File: src/rtl/tx_ddr_pkg.sv
package tx_ddr_pkg;

   typedef enum logic [1:0] {
      SPD_10M   = 2'd0,
      SPD_100M  = 2'd1,
      SPD_1G    = 2'd2,
      SPD_1G_RS = 2'd3
   } speed_e;

   function automatic logic speed_is_wide(input logic [1:0] spd);
      return spd[1];
   endfunction

endpackage

File: src/rtl/tx_half_capture.sv
module tx_half_capture #(
   parameter int NIBBLE_W = 4,
   parameter bit CTL_XOR  = 1'b1,
   localparam int BYTE_W  = 2 * NIBBLE_W
) (
   input  logic                clk,
   input  logic                rst,
   input  logic [1:0]          speed_i,
   input  logic [BYTE_W-1:0]   data_i,
   input  logic                en_i,
   input  logic                err_i,
   output logic [NIBBLE_W-1:0] rise_nib_o,
   output logic [NIBBLE_W-1:0] fall_nib_o,
   output logic                rise_ctl_o,
   output logic                fall_ctl_o
);
   import tx_ddr_pkg::*;

   logic                active;
   logic                wide;
   logic [NIBBLE_W-1:0] lo_nib;
   logic [NIBBLE_W-1:0] hi_nib;
   logic [NIBBLE_W-1:0] fall_src;
   logic                fall_ctl_src;

   assign active = en_i | err_i;
   assign wide   = speed_is_wide(speed_i);
   assign lo_nib = data_i[NIBBLE_W-1:0];
   assign hi_nib = data_i[BYTE_W-1:NIBBLE_W];

   always_comb begin
      fall_src = wide ? hi_nib : lo_nib;
   end

   generate
      if (CTL_XOR) begin : g_ctl_xor
         assign fall_ctl_src = en_i ^ err_i;
      end else begin : g_ctl_plain
         assign fall_ctl_src = err_i;
      end
   endgenerate

   always_ff @(posedge clk) begin
      if (rst) begin
         rise_nib_o <= '0;
         fall_nib_o <= '0;
         rise_ctl_o <= 1'b0;
         fall_ctl_o <= 1'b0;
      end else if (!active) begin
         rise_nib_o <= '0;
         fall_nib_o <= '0;
         rise_ctl_o <= 1'b0;
         fall_ctl_o <= 1'b0;
      end else begin
         rise_nib_o <= lo_nib;
         fall_nib_o <= fall_src;
         rise_ctl_o <= en_i;
         fall_ctl_o <= fall_ctl_src;
      end
   end

endmodule

File: src/rtl/tx_edge_mux.sv
module tx_edge_mux #(
   parameter int W = 5
) (
   input  logic         phase_i,
   input  logic [W-1:0] hi_i,
   input  logic [W-1:0] lo_i,
   output logic [W-1:0] pin_o
);
   generate
      for (genvar b = 0; b < W; b++) begin : g_bit
         assign pin_o[b] = phase_i ? hi_i[b] : lo_i[b];
      end
   endgenerate

endmodule

File: src/rtl/tx_ddr_adapter.sv
module tx_ddr_adapter #(
   parameter int NIBBLE_W = 4,
   parameter bit CTL_XOR  = 1'b1,
   localparam int BYTE_W  = 2 * NIBBLE_W,
   localparam int LANE_W  = NIBBLE_W + 1
) (
   input  logic                clk,
   input  logic                rst,
   input  logic [1:0]          speed_i,
   input  logic [BYTE_W-1:0]   data_i,
   input  logic                en_i,
   input  logic                err_i,
   output logic                txclk_o,
   output logic [NIBBLE_W-1:0] txd_o,
   output logic                txctl_o
);
   generate
      if (NIBBLE_W < 1) begin : g_bad_width
         $error("NIBBLE_W must be at least 1");
      end
   endgenerate

   logic [NIBBLE_W-1:0] rise_nib;
   logic [NIBBLE_W-1:0] fall_nib;
   logic                rise_ctl;
   logic                fall_ctl;
   logic [LANE_W-1:0]   lane;

   tx_half_capture #(
      .NIBBLE_W (NIBBLE_W),
      .CTL_XOR  (CTL_XOR)
   ) u_capture (
      .clk        (clk),
      .rst        (rst),
      .speed_i    (speed_i),
      .data_i     (data_i),
      .en_i       (en_i),
      .err_i      (err_i),
      .rise_nib_o (rise_nib),
      .fall_nib_o (fall_nib),
      .rise_ctl_o (rise_ctl),
      .fall_ctl_o (fall_ctl)
   );

   tx_edge_mux #(
      .W (LANE_W)
   ) u_edge_mux (
      .phase_i (clk),
      .hi_i    ({rise_ctl, rise_nib}),
      .lo_i    ({fall_ctl, fall_nib}),
      .pin_o   (lane)
   );

   assign txclk_o = clk;
   assign txd_o   = lane[NIBBLE_W-1:0];
   assign txctl_o = lane[LANE_W-1];

endmodule

File: config.mk
export PLATFORM = sky130hd
export DESIGN_NAME = tx_ddr_adapter
export DESIGN_NICKNAME = d
export VERILOG_FILES = /design/src/rtl/tx_ddr_pkg.sv /design/src/rtl/tx_half_capture.sv /design/src/rtl/tx_edge_mux.sv /design/src/rtl/tx_ddr_adapter.sv
export SDC_FILE = /design/constraint.sdc
export NUM_CORES = 1
export LEC_CHECK = 0
export CORE_AREA = 2 2 39 41
export CTS_CLUSTER_SIZE = 16
export DETAILED_ROUTE_END_ITERATION = 8
export DIE_AREA = 0 0 41 43
export SYNTH_ARGS = -nofsm -noshare
export SYNTH_HDL_FRONTEND = slang
export SYNTH_SLANG_ARGS = --single-unit
File: constraint.sdc
create_clock -name clk -period 2.43 [get_ports clk]
set_input_delay 0.729 -clock clk [delete_from_list [all_inputs] [get_ports clk]]
set_output_delay 0.729 -clock clk [all_outputs]
set_load 0.05 [all_outputs]
==> results of run 1 <==
[flip-flops by register name (all words and copies together), names as in the netlist]
| signal | cells |
|---|---|
| u_capture.fall_nib_o | 4 |
| u_capture.rise_ctl_o | 1 |
| u_capture.fall_ctl_o | 1 |
| u_capture.rise_nib_o | 4 |
[report_power, final]
group / internal (mW) / total (mW) / switching (mW) / leakage [nW]
Combinational: 0.0251 / 0.0376 / 0.0125 / 0.110
Clock: 0.356 / 0.683 / 0.327 / 0.113
Sequential: 0.174 / 0.176 / 0.00219 / 0.0828
[repair_timing]
item                       in CTS  in global routing
resized for setup              44                  6
pin swaps                       0                  0
setup endpoints to repair       6                  5
setup buffers                   0                  1
[per-layer routing]
metal / routed length, um / part of all wire / global-route usage / vias to the layer above
met5: 0 / 0 / 0 / -
met4: 8 / 0.010 / 0.247 / 0
met3: 80 / 0.10 / 0.105 / 2
met2: 343 / 0.45 / 0.116 / 14
met1: 334 / 0.44 / 0.111 / 138
li1: - / - / - / 167
[cells by family after synthesis]
| kind of cell | after synthesis |
|---|---|
| AND/OR/NAND/NOR | 11 |
| flip-flops | 10 |
| multiplexers | 9 |
| buffers and inverters | 4 |
| adder cells (fa/ha/maj) | 1 |
[worst max path at each step]
stage,depth (start not counted),slack [ns],start,to
5_1_grt,4,-0.20,clk,txd_o[0]
3_5_place_dp,2,-0.49,clk,txd_o[3]
4_1_cts,4,-0.22,clk,txd_o[2]
3_3_place_gp,2,-0.49,clk,txd_o[1]
6_report,4,-0.18,clk,txd_o[0]
2_1_floorplan,1,0.11,clk,txctl_o
[metrics by stage]
stage / worst slack, ns / power (mW) / instances / utilization
after global placement: -0.490 / 0.537 / 67 / 0.419
after CTS: -0.217 / 0.843 / 75 / 0.475
after detailed placement: -0.490 / 0.537 / 67 / 0.419
final: -0.179 / 0.896 / 76 / 0.490
after floorplan: 0.111 / 0.455 / 35 / -
after global routing: -0.197 / 0.950 / 76 / 0.490
[critical path, stage by stage]
cell and delay (ns):
buf_8 0.10, buf_6 0.11, mux2_4 0.30, buf_8 0.15
[final cells by class]
cell class | instances | area (um^2)
fill | 130 | 706
sequential | 10 | 200
multi-input combinational | 21 | 179
clock buffer | 15 | 151
timing repair buffer | 12 | 120
tap | 16 | 20.0
inverter | 2 | 7.51
[layout by cell type (no fill, tap or decap)]
master and instances:
inv_1 2, mux2_2 3, nor2_2 1, clkbuf_1 1
buf_6 4, buf_4 1, ha_1 1, mux2i_1 4
clkbuf_4 4, dfxtp_1 10, buf_2 1, and2_1 5
nor3_1 5, buf_8 4, mux2_4 2, clkdlybuf4s50_1 12
==> results_dict.tcl, run 1 <==
set metrics [dict create \
    power_density_nw_per_um2 1320 \
    antenna_found_initial 0 \
    row_count 14 \
    cp.arrival_ns 1.88 \
    violations "negative setup slack" \
    ys_top_cells_by_count "dfxtp_1 (10), and2_1 (5), nor3_1 (5)" \
    synth_top_family_by_area "multiplexers" \
    grt_pass1_wl_um 1280 \
    status "finished with violations" \
    die_y_um 43 \
    syn_nets 50 \
    drc 0 \
    nNetsFinal 76 \
    dr_total_vias 321 \
    start_util 0.288 \
    cp-end-kind "output port" \
    clkTransAtPathRegs_ns 0.06 \
    final_cell_area_um2 678 \
    ys_types 11 \
    routedWlPerCell_um 10.1 \
    syn_inst 35 \
    drtPass1Iterations 3 \
    grt_max_degree 7 \
    holdPathEnd "u_capture.rise_ctl_o$_SDFF_PP0_" \
    dieArea_um2 1760 \
    cts_tree "built" \
    synth_edf_count 0 \
    pin_count 20 \
    synth_mux_area_frac 0.242 \
    die_x_um 41 \
    syn_area_um2 398 \
    routed_via_density 4.22 \
    placed_cell_area_um2 579 \
    critPathKind "clk -> out" \
    slew_viol_final 0 \
    synth_compound_area_frac 0 \
    drive_above_1_share 0.333 \
    syn_avg_cell_area_um2 11.4 \
    hp-start "en_i" \
    finalWorstSetupSlack_ns -0.179 \
    start_kind "clock port" \
    rsz0062_at_grt "true" \
    hold_viol 0 \
    synth-xor-area-share 0 \
    timing.setup.tns_ns -0.803 \
    yosys.area.top_type "dfxtp_1" \
    ys_warn_count 0 \
    timing.hold.ws_ns 0.914 \
    worstPathMaxFanout 4 \
    yosys_register_bits 10 \
    antennaDiodeCount 0 \
    hold_path.class "in -> reg" \
    synth-async-reset-ratio 0 \
    cp_data_required_time_ns 1.70 \
    grt_usage 0.129 \
    slew_headroom 0.822 \
    cts.hold.buffers_added 0 \
    ys.flop_type "dfxtp_1" \
    synth-adder-area-share 0.0314 \
    drtIter0Drc 1 \
    ant_nets 0 \
    wl_um 767 \
    routabilityCongestion 0.596 \
    cap_violations 0 \
    worstHoldPathCells 3 \
    synth-seq-area-share 0.503 \
    yosys.cell_count.top_type "dfxtp_1" \
    worst_pin_slew_ns 0.266 \
    yosys.area.top_type_share 0.503 \
    grt_pass1_vias 391 \
    ir_worst_vdd_mv 0.461 \
    setup_violations 5 \
    power.leakage_nw 0.307 \
    yosys-top-cells-area "dfxtp_1 (50%), mux2_2 (11%), mux2i_1 (10%)" \
    port-buffer-count 18 \
    core_um2 1380 \
    overflow 0 \
    area_growth_syn_to_layout_pct 70.4 \
    synth_simple_gate_area_share 0.157 \
]
(Power assumes the default switching activity.)
==> run 2: changes to the inputs <==
==> constraint.sdc (replaced) <==
create_clock -name clk -period 2.43 [get_ports clk]
set_input_delay 0.729 -clock clk [delete_from_list [all_inputs] [get_ports clk]]
set_output_delay 0.729 -clock clk [all_outputs]
set_load 0.1 [all_outputs]
==> run 2 against run 1 <==
  * The flow still finishes with violations (negative setup slack)
  * Routed wire length is 13% higher
  * Clock power is 58% higher
  * Design area is 11% higher
  * Critical path type unchanged
  * Sequential share of layout area is 2.9 points lower
  * Power is 45% higher
  * Combinational power is 1% higher
  * Clock-buffer cell count stayed put
  * First-iteration DRC count grew to 6.0 times the previous value
  * Hold slack worse by 0.024 ns
  * Sequential power hardly changed
  * Setup slack worse by 0.033 ns
  * Cell count is 1.3% higher
==> results_dict.tcl, run 2 (same netlist as run 1, synthesis figures left out) <==
set metrics [dict create \
    cap_violations 0 \
    cp.arrival_ns 1.91 \
    final_common_cell "clkdlybuf4s50_1" \
    cpMostUsedCell "buf_8" \
    wl_um 864 \
    crit_family "buffers and inverters" \
    rsz0062_at_grt "true" \
    slowest_stage "mux2_4" \
    setup_violations 5 \
    start_util 0.288 \
    ir_worst_vdd_mv 0.610 \
    cp_data_required_time_ns 1.70 \
    die_y_um 43 \
    start_kind "clock port" \
    routedWlPerCell_um 11.2 \
    cts_tree "built" \
    drtIter0Drc 6 \
    dp.cells 67 \
    area_growth_syn_to_layout_pct 88.7 \
    cp_cell_sequence "buf_8, buf_8, mux2_4, buf_12" \
    layout_common_cells "clkdlybuf4s50_1 (12), dfxtp_1 (10), nor3_1 (5), and2_1 (5), buf_12 (5)" \
    grt_pass1_vias 345 \
    critPathKind "clk -> out" \
    ant_nets 0 \
    hold_path.class "in -> reg" \
    nNetsFinal 76 \
    final_cells 77 \
    drtPass1Iterations 4 \
    worstPathMaxFanout 3 \
    core_um2 1380 \
    row_count 14 \
    grt_pass1_wl_um 1220 \
    cp.buffers_inverters 3 \
    worst_pin_slew_ns 0.259 \
    seqCellArea_um2 200 \
    post-route-util 0.542 \
    routabilityCongestion 0.611 \
    status "finished with violations" \
    power.leakage_nw 0.334 \
    dr_total_vias 351 \
    pin_count 20 \
    antenna_found_initial 0 \
    hold_viol 0 \
    grt_usage 0.122 \
    antennaDiodeCount 0 \
    drc 0 \
    top_regs "u_capture.fall_nib_o x4, u_capture.rise_nib_o x4" \
    routed_via_density 4.56 \
    multi_input_area_um2 186 \
    slew_viol_final 0 \
    power_density_nw_per_um2 1730 \
    slew_headroom 0.827 \
    critPathMaxStageDelay_ns 0.31 \
    port-buffer-count 18 \
    fillCellCount 122 \
    grt_max_degree 7 \
    violations "negative setup slack" \
    die_x_um 41 \
    dieArea_um2 1760 \
    cp-end-kind "output port" \
    hpwl_um 527 \
    finalWorstSetupSlack_ns -0.212 \
    clkTransAtPathRegs_ns 0.07 \
    drive_above_1_share 0.361 \
    overflow 0 \
]
## run 2: changes by cell type in the layout (fill, tap and decap cells not counted), sizes merged
cell      previous run  this run
clkinvlp             0         1
## run 2: metrics by stage
step | area [um^2] | hold slack [ns] | setup TNS (ns) | setup WS (ns) | power (mW)
after detailed placement | 594 | 1.29 | -4.45 | -0.821 | 0.742
final | 751 | 0.890 | -1.02 | -0.212 | 1.30
after CTS | 727 | 0.891 | -1.27 | -0.262 | 1.20
after global placement | 594 | 1.29 | -4.45 | -0.821 | 0.742
after global routing | 751 | 0.906 | -1.09 | -0.223 | 1.34
after floorplan | 413 | 0.806 | -0.0600 | -0.0600 | 0.662
## run 2: cell type report
cell class                 count  share of cell area
clock buffer                  15               0.282
inverter                       2              0.0100
clock inverter                 1             0.00667
multi-input combinational     21               0.248
timing repair buffer          12               0.160
sequential                    10               0.267
tap                           16              0.0267
## run 2: worst paths after layout
| check | start | to | slack (ns) | depth (start not counted) |
|---|---|---|---|---|
| max | clk | txd_o[3] | -0.21 | 4 |
| min | en_i | u_capture.rise_ctl_o$_SDFF_PP0_ | 0.89 | 3 |
## run 2: power by group
group          internal, mW  switching, mW
registers             0.174        0.00224
clock network         0.514          0.568
logic                0.0251         0.0130
## run 2: what timing repair did
action / CTS / global route
hold buffers: 0 / 0
buffers inserted: 0 / 1
gates cloned: 0 / 0
setup endpoints to repair: 6 / 5
resized for setup: 53 / 6
## run 2: tightest hold or removal path, stage by stage
cell and delay [ns]:
clkdlybuf4s50_1 0.39, inv_1 0.07, nor3_1 0.04
## run 2: routing by layer
layer / vias to the layer above / GRT usage / share of wire
li1: 166 / - / -
met1: 151 / 0.0948 / 0.35
met2: 26 / 0.125 / 0.45
met3: 8 / 0.126 / 0.14
met4: 0 / 0.187 / 0.053
met5: - / 0 / 0
